## src/rtl/fp_reserve_pkg.sv

```systemverilog
package fp_reserve_pkg;

  localparam int NUM_RES = 8;
  localparam int NUM_OPS = 4;
  localparam int PAT_LEN = 8;
  localparam int OP_W    = $clog2(NUM_OPS);

  // resource indices
  localparam int RES_UNPK = 0;
  localparam int RES_SHFT = 1;
  localparam int RES_MADD = 2;
  localparam int RES_RND  = 3;
  localparam int RES_EXCT = 4;
  localparam int RES_MULA = 5;
  localparam int RES_MULB = 6;
  localparam int RES_FLAG = 7;

  typedef enum logic [OP_W-1:0] {
    OP_ADDSUB = 2'd0,
    OP_MUL    = 2'd1,
    OP_NEGABS = 2'd2,
    OP_CMP    = 2'd3
  } opClass_e;

  typedef struct packed {
    logic     issue;
    opClass_e op;
  } issueStrobe_t;

  // bit j set: resource res is used j cycles after the grant cycle
  function automatic logic [PAT_LEN-1:0] stageMask(opClass_e op, int res);
    logic [PAT_LEN-1:0] m;
    m = '0;
    case (op)
      OP_ADDSUB: begin
        case (res)
          RES_UNPK: m = 8'b0000_0001;
          RES_SHFT: m = 8'b0000_1010;
          RES_MADD: m = 8'b0000_0110;
          RES_RND:  m = 8'b0000_1100;
          default:  m = '0;
        endcase
      end
      OP_MUL: begin
        case (res)
          RES_UNPK: m = 8'b0000_0001;
          RES_EXCT: m = 8'b0000_0010;
          RES_MULA: m = 8'b0001_1110;
          RES_MULB: m = 8'b0110_0000;
          RES_MADD: m = 8'b0100_0000;
          RES_RND:  m = 8'b1000_0000;
          default:  m = '0;
        endcase
      end
      OP_NEGABS: begin
        case (res)
          RES_UNPK: m = 8'b0000_0001;
          RES_SHFT: m = 8'b0000_0010;
          default:  m = '0;
        endcase
      end
      default: begin
        case (res)
          RES_UNPK: m = 8'b0000_0001;
          RES_MADD: m = 8'b0000_0010;
          RES_RND:  m = 8'b0000_0100;
          RES_FLAG: m = 8'b0000_0110;
          default:  m = '0;
        endcase
      end
    endcase
    return m;
  endfunction

  function automatic int opLatency(opClass_e op);
    case (op)
      OP_ADDSUB: return 4;
      OP_MUL:    return 8;
      OP_NEGABS: return 2;
      default:   return 3;
    endcase
  endfunction

endpackage

```

## src/rtl/fp_reserve_ctrl.sv

```systemverilog
module fp_reserve_ctrl
  import fp_reserve_pkg::*;
#(
  parameter int WINDOW = PAT_LEN
) (
  input  logic                 reqValid,
  input  logic [OP_W-1:0]      reqOp,
  input  logic [WINDOW-1:0]    occ [NUM_RES],
  output logic                 issueGrant,
  output logic                 issueStall,
  output issueStrobe_t         strobe
);

  opClass_e           opSel;
  logic [NUM_RES-1:0] hitVec;
  logic               collide;

  assign opSel = opClass_e'(reqOp);

  for (genvar r = 0; r < NUM_RES; r++) begin : g_probe
    assign hitVec[r] = |(occ[r] & WINDOW'(stageMask(opSel, r)));
  end

  assign collide    = |hitVec;
  assign issueGrant = reqValid && !collide;
  assign issueStall = reqValid && collide;

  always_comb begin
    strobe.issue = issueGrant;
    strobe.op    = opSel;
  end

endmodule

```

## src/rtl/fp_reserve_occupancy.sv

```systemverilog
module fp_reserve_occupancy
  import fp_reserve_pkg::*;
#(
  parameter int WINDOW = PAT_LEN
) (
  input  logic              clk,
  input  logic              rstN,
  input  issueStrobe_t      strobe,
  output logic [WINDOW-1:0] occ [NUM_RES]
);

  for (genvar r = 0; r < NUM_RES; r++) begin : g_lane
    logic [WINDOW-1:0] claim;
    assign claim = strobe.issue ? WINDOW'(stageMask(strobe.op, r)) : '0;

    always_ff @(posedge clk) begin
      if (!rstN) occ[r] <= '0;
      else       occ[r] <= (occ[r] | claim) >> 1;
    end
  end

endmodule

```

## src/rtl/fp_reserve_retire.sv

```systemverilog
module fp_reserve_retire
  import fp_reserve_pkg::*;
#(
  parameter int WINDOW = PAT_LEN
) (
  input  logic               clk,
  input  logic               rstN,
  input  issueStrobe_t       strobe,
  output logic [NUM_OPS-1:0] retireMask
);

  for (genvar c = 0; c < NUM_OPS; c++) begin : g_class
    localparam int                LAT = opLatency(opClass_e'(c));
    localparam logic [WINDOW-1:0] ARM = WINDOW'(1) << (LAT - 1);

    logic [WINDOW-1:0] pend;
    logic              armNow;

    assign armNow = strobe.issue && (strobe.op == opClass_e'(c));

    always_ff @(posedge clk) begin
      if (!rstN) pend <= '0;
      else       pend <= (pend | (armNow ? ARM : '0)) >> 1;
    end

    assign retireMask[c] = pend[0];
  end

endmodule

```

## src/rtl/fp_reserve_issue.sv

```systemverilog
module fp_reserve_issue
  import fp_reserve_pkg::*;
#(
  parameter int WINDOW = PAT_LEN
) (
  input  logic               clk,
  input  logic               rstN,
  input  logic               reqValid,
  input  logic [OP_W-1:0]    reqOp,
  output logic               issueGrant,
  output logic               issueStall,
  output logic [NUM_OPS-1:0] retireMask
);

  if (WINDOW < PAT_LEN) begin : g_bad_window
    $error("WINDOW must cover the longest usage pattern");
  end

  issueStrobe_t      strobe;
  logic [WINDOW-1:0] occ [NUM_RES];

  fp_reserve_ctrl #(.WINDOW(WINDOW)) u_ctrl (
    .reqValid   (reqValid),
    .reqOp      (reqOp),
    .occ        (occ),
    .issueGrant (issueGrant),
    .issueStall (issueStall),
    .strobe     (strobe)
  );

  fp_reserve_occupancy #(.WINDOW(WINDOW)) u_occ (
    .clk    (clk),
    .rstN   (rstN),
    .strobe (strobe),
    .occ    (occ)
  );

  fp_reserve_retire #(.WINDOW(WINDOW)) u_ret (
    .clk        (clk),
    .rstN       (rstN),
    .strobe     (strobe),
    .retireMask (retireMask)
  );

endmodule

```

## config.mk

```make
export PLATFORM = sky130hd
export DESIGN_NAME = fp_reserve_issue
export DESIGN_NICKNAME = d
export VERILOG_FILES = /design/src/rtl/fp_reserve_pkg.sv /design/src/rtl/fp_reserve_ctrl.sv /design/src/rtl/fp_reserve_occupancy.sv /design/src/rtl/fp_reserve_retire.sv /design/src/rtl/fp_reserve_issue.sv
export SDC_FILE = /design/constraint.sdc
export NUM_CORES = 1
export LEC_CHECK = 0
export BUFFER_PORTS_ARGS = -buffer_cell sky130_fd_sc_hd__buf_2
export CAP_MARGIN = 30
export CELL_PAD_IN_SITES_DETAIL_PLACEMENT = 1
export CELL_PAD_IN_SITES_GLOBAL_PLACEMENT = 2
export CORE_ASPECT_RATIO = 0.7
export CORE_MARGIN = 2
export CORE_UTILIZATION = 37
export CTS_CLUSTER_DIAMETER = 200
export CTS_CLUSTER_SIZE = 12
export DETAILED_ROUTE_END_ITERATION = 8
export PLACE_DENSITY = 0.89
export SLEW_MARGIN = 20
export SYNTH_ARGS = -nofsm -noshare
export SYNTH_HDL_FRONTEND = slang
export SYNTH_SLANG_ARGS = --single-unit
```

## constraint.sdc

```tcl
create_clock -name clk -period 2.5 [get_ports clk]
set_input_delay 0.375 -clock clk [delete_from_list [all_inputs] [get_ports clk]]
set_output_delay 0.375 -clock clk [all_outputs]
set_load 0.1 [all_outputs]
```

==> results of run 1 <==
[worst min-delay path by stage]
| stage | startpoint | end | depth (start not counted) |
|---|---|---|---|
| after detailed placement | u_ret.g_class[1].pend[1] | u_ret.g_class[1].pend[0] | 1 |
| final | reqValid | u_ret.g_class[2].pend[0] | 3 |
| after global placement | u_ret.g_class[1].pend[3] | u_ret.g_class[1].pend[2] | 1 |
| after global routing | reqValid | u_ret.g_class[2].pend[0] | 3 |
| after CTS | reqValid | u_ret.g_class[2].pend[0] | 3 |
| after floorplan | u_occ.occ[36] | u_occ.occ[35] | 1 |
[worst max-delay path, cell delays in order]
cell and delay (ns):
buf_2 0.10, inv_1 0.07, ha_1 0.30, nand2b_1 0.15, nand3_2 0.20, o21a_1 0.14
buf_2 0.41
[power groups by stage]
stage          Combinational [mW]  Clock, mW  Sequential (mW)
2_1_floorplan              0.0431          0            0.387
3_3_place_gp               0.0597          0            0.384
3_5_place_dp               0.0617          0            0.384
4_1_cts                    0.0623      0.174            0.376
5_1_grt                    0.0660      0.193            0.377
6_report                   0.0610      0.164            0.376
[layout make-up]
type | count | area, um2
Fill cell | 238 | 1200
Tap cell | 24 | 30.0
Timing Repair Buffer | 10 | 65.1
Sequential cell | 23 | 460
Clock inverter | 1 | 5.00
Multi-Input combinational cell | 42 | 294
Clock buffer | 3 | 22.5
Inverter | 2 | 7.51
[layout by cell type, fill, tap and decap left out]
| master | count |
|---|---|
| o31ai_2 | 1 |
| o21a_1 | 2 |
| o21ai_0 | 3 |
| inv_1 | 2 |
| dfxtp_1 | 23 |
| buf_2 | 9 |
| nand4b_1 | 1 |
| nand2_1 | 2 |
| ha_1 | 4 |
| nor3_1 | 4 |
| clkbuf_4 | 3 |
| o21bai_1 | 1 |
| clkinv_2 | 1 |
| nand2b_1 | 1 |
| a22oi_1 | 1 |
| and2_1 | 13 |
| nand3_1 | 2 |
| nand4_1 | 2 |
| nand3_2 | 1 |
| nor2_1 | 3 |
| nor3b_4 | 1 |
| buf_12 | 1 |
[state kept, by name, summed over array words and instances, names as in the netlist]
register            flops
u_occ.occ              11
u_ret.g_class.pend     12
[cells by family after synthesis]
group / share of synthesized area, %
simple gates: 22.6
flops: 57.8
fa+ha+maj: 6.28
compound gates: 7.22
buf+inv: 6.12
[per-layer routing]
| layer | GRT usage [%] | share of wire, % | vias to the layer above |
|---|---|---|---|
| met5 | 0 | 0 | - |
| met4 | 4.09 | 0.94 | 0 |
| met1 | 15.4 | 47 | 226 |
| met2 | 20.9 | 47 | 9 |
| met3 | 5.49 | 4.8 | 2 |
| li1 | - | - | 252 |
[through the flow]
step	area (um2)	instances
floorplan	803	73
finish	885	105
global route	885	105
detailed placement	857	101
global placement	857	101
CTS	885	105
==> flow_summary_export.csv, run 1 <==
group,metric,value,unit
status,status,"complete, no violations",
drt,via_per_inst,4.66,
power_and_ir_drop,powerDensity,680,mW/mm2
worst_setup_path,critPathLaunchType,"input pin",
synthesis,synth_edf_count,0,
place,place_ws,0.358,ns
global_routing,antenna_found_initial,0,
cts,path_clk_slew,0.12,ns
cts,cts_sinks,23,
synthesis,synth.net_count,82,
place,routabilityCongestion,0.788,
timing,rsz0062_at_grt,"no",
synthesis,ys_seq_elements,23,
cts,clk_latency,0.31,ns
timing,worst_slack,0.376,ns
global_routing,grt_use_total,12.9,%
synthesis,ys.flop_type,"dfxtp_1",
cts,postCtsSetupBuffers,0,
floorplanning,initial_utilization,38.2,%
global_routing,grt_max_degree,21,
global_routing,overflow,0,
layout,finalNetCount,91,
floorplanning,die-width,59.5,um
synthesis,synth_commonest_cells,"23 x dfxtp_1, 13 x and2_1, 4 x ha_1, 4 x nor3_1",
worst_setup_path,path_class,"in2out",
drt,postRouteAntennaNets,0,
power_and_ir_drop,p_sw,0.150,mW
timing,fin_crit,2.12,ns
floorplanning,dieArea,0.00255,mm2
power_and_ir_drop,ir_drop,0.263,mV
synthesis,postSynthCellCount,73,
cts,h-tree-depth,1,
worst_setup_path,crit_start,"reqOp[0]",
timing,drv_slew,0,
cts,clockBufferDepth,2,
synthesis,avgSynthCellArea,10.9,um2
floorplanning,rows,14,
drt,drt-pass1-iter-count,2,
drt,vias,489,
drt,first_iter_violations,5,
worst_setup_path,cp.required,2.12,ns
synthesis,ys_warn_count,0,
layout,syn_to_final_growth,11.0,%
timing,relSlewSlack,67.9,%
worst_setup_path,regToRegSetupSlack,1.30,ns
floorplanning,fp.dieH,42.8,um
worst_setup_path,worstPathMaxFanout,12,
cts,ctsHoldBuffers,0,
global_routing,grt_pass1_vias,533,
synthesis,synthTopCellsByArea,"dfxtp_1 58%, and2_1 10%, ha_1 6.3%, buf_4 2.8%, nor3_1 2.5%",
synthesis,yosysMostFrequentCell,"dfxtp_1",
worst_setup_path,crit_end,"issueStall",
cts,cts_resized,0,
drt,wl,1280,um
layout,drive_gt1_share,21.0,%
synthesis,synth_top_area_cell,"dfxtp_1",
worst_setup_path,cp_data_arrival_time,1.75,ns
floorplanning,coreArea,0.00208,mm2
cts,numCtsBuffers,3,
timing,setup_tns,0,ns
place,numPortBuffers,10,
worst_setup_path,r2r_end,"u_occ.occ[38]",
place,hpwl,914,um
layout,fin_util,42.4,%
timing,fin_skew,0.00397,ns
drt,drc,0,
floorplanning,io_pins,11,
layout,n_antenna_cell,0,
synthesis,seq_area_frac_synth,57.8,%
power_and_ir_drop,power.total,0.601,mW
power_and_ir_drop,clockPowerShare,27.3,%
synthesis,yosysUniqueCellTypes,21,
cts,ctsRootBufferMaster,"clkbuf_4",
timing,timing.fmax,471,MHz
timing,setup_violations,0,
power_and_ir_drop,p_int,0.452,mW
hold_path,worstHoldPathType,"in2reg",
drt,avgRoutedWirePerCell,12.2,um
global_routing,grt_pass1_wl,2400,um
worst_setup_path,reg2regPathDepth,3,
power_and_ir_drop,p_seq_share,62.5,%
power_and_ir_drop,p_sw_share,24.9,%
power_and_ir_drop,p_comb_share,10.1,%
job,maxCapViolations,0,
cts,cts_tree,"done",
synthesis,synth_area,797,um2
synthesis,async_flop_share,0,%
timing,worst_slew_pin_slew,0.485,ns
timing,finalHoldViolCount,0,
timing,holdWs,0.355,ns
power_and_ir_drop,p_leak,0.396,nW
worst_setup_path,cp-end-kind,"primary output",
worst_setup_path,rr_startpoint,"u_occ.occ[17]",
timing,layout_worst_path_cycle_share,85.0,%
synthesis,synth_top_area_share,57.8,%
Note: power is estimated with default switching activity, not from simulation.
==> inputs of run 2 (changes only) <==
--- a/config.mk
+++ b/config.mk
@@ -11,11 +11,11 @@
 export CELL_PAD_IN_SITES_GLOBAL_PLACEMENT = 2
 export CORE_ASPECT_RATIO = 0.7
 export CORE_MARGIN = 2
-export CORE_UTILIZATION = 37
+export CORE_UTILIZATION = 31
 export CTS_CLUSTER_DIAMETER = 200
 export CTS_CLUSTER_SIZE = 12
 export DETAILED_ROUTE_END_ITERATION = 8
-export PLACE_DENSITY = 0.89
+export PLACE_DENSITY = 0.8
 export SLEW_MARGIN = 20
 export SYNTH_ARGS = -nofsm -noshare
 export SYNTH_HDL_FRONTEND = slang
==> constraint.sdc (replaced) <==
create_clock -name clk -period 1.7 [get_ports clk]
set_input_delay 0.255 -clock clk [delete_from_list [all_inputs] [get_ports clk]]
set_output_delay 0.255 -clock clk [all_outputs]
set_load 0.1 [all_outputs]
==> run 2 against run 1 <==
  * Global-route usage shrank 1.7 points
  * Critical path depth decreased by 3
  * Cell count rose by 11%
  * Worst hold slack lost 0.055 ns
  * Routed wire length rose by 10%
  * Clock-buffer cell count is 1 higher
  * Die area grew 18%
  * Non-clock buffer count increased by 2
  * Sequential cell count did not move
  * Register-to-register slack got worse by 0.91 ns
  * Critical endpoint is now issueGrant
  * Highest routed layer is now met3
==> flow_summary_export.csv, run 2 (synthesis results as in run 1) <==
group,metric,value,unit
layout,n_antenna_cell,0,
cts,h-tree-depth,1,
cts,ctsRootBufferMaster,"clkbuf_8",
worst_setup_path,cp_data_arrival_time,1.43,ns
drt,wl,1420,um
status,status,"complete, no violations",
worst_setup_path,worstPathMaxFanout,3,
hold_path,worstHoldPathType,"in2reg",
timing,worst_slew_pin_slew,0.486,ns
floorplanning,rows,15,
layout,reg_top3,"u_ret.g_class.pend x12, u_occ.occ x11",
timing,setup_violations,0,
power_and_ir_drop,p_leak,0.424,nW
global_routing,grt_max_degree,21,
worst_setup_path,crit_start,"u_occ.occ[17]",
cts,clk_latency,0.26,ns
worst_setup_path,cp-end-kind,"primary output",
cts,cts_tree,"done",
place,hpwl,1060,um
drt,first_iter_violations,5,
floorplanning,initial_utilization,32.4,%
layout,finalNetCount,93,
timing,fin_skew,0.00393,ns
layout,largest_register_ffs,12,
timing,finalHoldViolCount,0,
layout,layout_commonest_cell,"dfxtp_1",
global_routing,grt_pass1_wl,2350,um
place,dpl.cell_count,112,
layout,drive_gt1_share,33.7,%
cts,path_clk_slew,0.08,ns
hold_path,hold_depth,3,
drt,postRouteAntennaNets,0,
global_routing,grt_pass1_vias,505,
place,routabilityCongestion,0.696,
place,place_ws,0.00356,ns
layout,top_register,"u_ret.g_class.pend",
timing,layout_worst_path_cycle_share,99.1,%
worst_setup_path,path_class,"reg2out",
worst_setup_path,r2r_end,"u_ret.g_class[3].pend[1]",
layout,final_cell_mix,"21 x dfxtp_1, 13 x and2_1, 7 x buf_2",
layout,fin_util,41.5,%
global_routing,antenna_found_initial,0,
drt,vias,511,
timing,fin_crit,1.68,ns
floorplanning,coreArea,0.00246,mm2
worst_setup_path,cp.required,1.44,ns
floorplanning,io_pins,11,
timing,setup_tns,0,ns
timing,drv_slew,0,
floorplanning,die-width,64.6,um
timing,holdWs,0.300,ns
power_and_ir_drop,ir_drop,0.482,mV
worst_setup_path,cp_slowest_stage_delay,0.33,ns
cts,cts_sinks,23,
global_routing,grt_use_total,11.2,%
worst_setup_path,worstPathCellList,"o31ai_4 > nand3_4 > nor3b_4 > buf_12",
layout,fin_cells,117,
worst_setup_path,regToRegSetupSlack,0.39,ns
power_and_ir_drop,powerDensity,975,mW/mm2
global_routing,overflow,0,
layout,syn_to_final_growth,28.1,%
worst_setup_path,critPathLaunchType,"register",
timing,rsz0062_at_grt,"yes",
cts,ctsHoldBuffers,0,
drt,drc,0,
timing,relSlewSlack,67.8,%
drt,drt-pass1-iter-count,5,
hold_path,hold_path.startpoint,"reqValid",
cts,clockBufferDepth,2,
timing,timing.fmax,594,MHz
layout,finalInstanceArea,0.00102,mm2
timing,worst_slack,0.0157,ns
job,maxCapViolations,0,
cts,numCtsBuffers,3,
power_and_ir_drop,power.total,0.995,mW
place,numPortBuffers,10,
worst_setup_path,reg2regPathDepth,5,
worst_setup_path,rr_startpoint,"u_occ.occ[17]",
worst_setup_path,worst_path_max_delay_cell,"dfxtp_2",
floorplanning,dieArea,0.00300,mm2
hold_path,hold_end,"u_ret.g_class[2].pend[0]",
place,placed_cell_area,941,um2
floorplanning,fp.dieH,46.4,um
drt,avgRoutedWirePerCell,12.1,um
drt,via_per_inst,4.37,
-- run 2: final cells by class --
| cell class | count | area [um2] |
|---|---|---|
| sequential | 23 | 463 |
| fill | 271 | 1440 |
| multi-input combinational | 42 | 348 |
| clock buffer | 4 | 45.0 |
| timing repair buffer | 12 | 97.6 |
| inverter | 2 | 25.0 |
| tap | 34 | 42.5 |
-- run 2: worst max-delay path by stage --
stage | to | depth (start not counted)
detailed placement | issueGrant | 7
CTS | issueGrant | 4
floorplan | issueGrant | 6
global route | issueGrant | 4
finish | issueGrant | 4
global placement | issueGrant | 7
-- run 2: where the power goes --
| part | internal, mW | switching (mW) | total, mW |
|---|---|---|---|
| sequential | 0.549 | 0.00519 | 0.554 |
| combinational | 0.0432 | 0.0723 | 0.115 |
| clock | 0.167 | 0.158 | 0.325 |
| total | 0.759 | 0.236 | 0.995 |
-- run 2: worst max-delay path: cells and delay by family, from the launching register on --
family / cells / cell delay [ns]
buf+inv: 1 / 0.20
flops: 1 / 0.33
compound gates: 1 / 0.28
simple gates: 2 / 0.36
-- run 2: repair_timing --
item	4_1_cts	5_1_grt
pin swaps	1	0
gates resized for setup	2	4
setup endpoints to repair	2	2
setup buffers	0	1
-- run 2: layer usage --
| layer | track usage [%] | wire (um) |
|---|---|---|
| met1 | 11.8 | 642 |
| met2 | 20.4 | 691 |
| met3 | 5.13 | 81 |
| met4 | 3.83 | 0 |
| met5 | 0 | 0 |
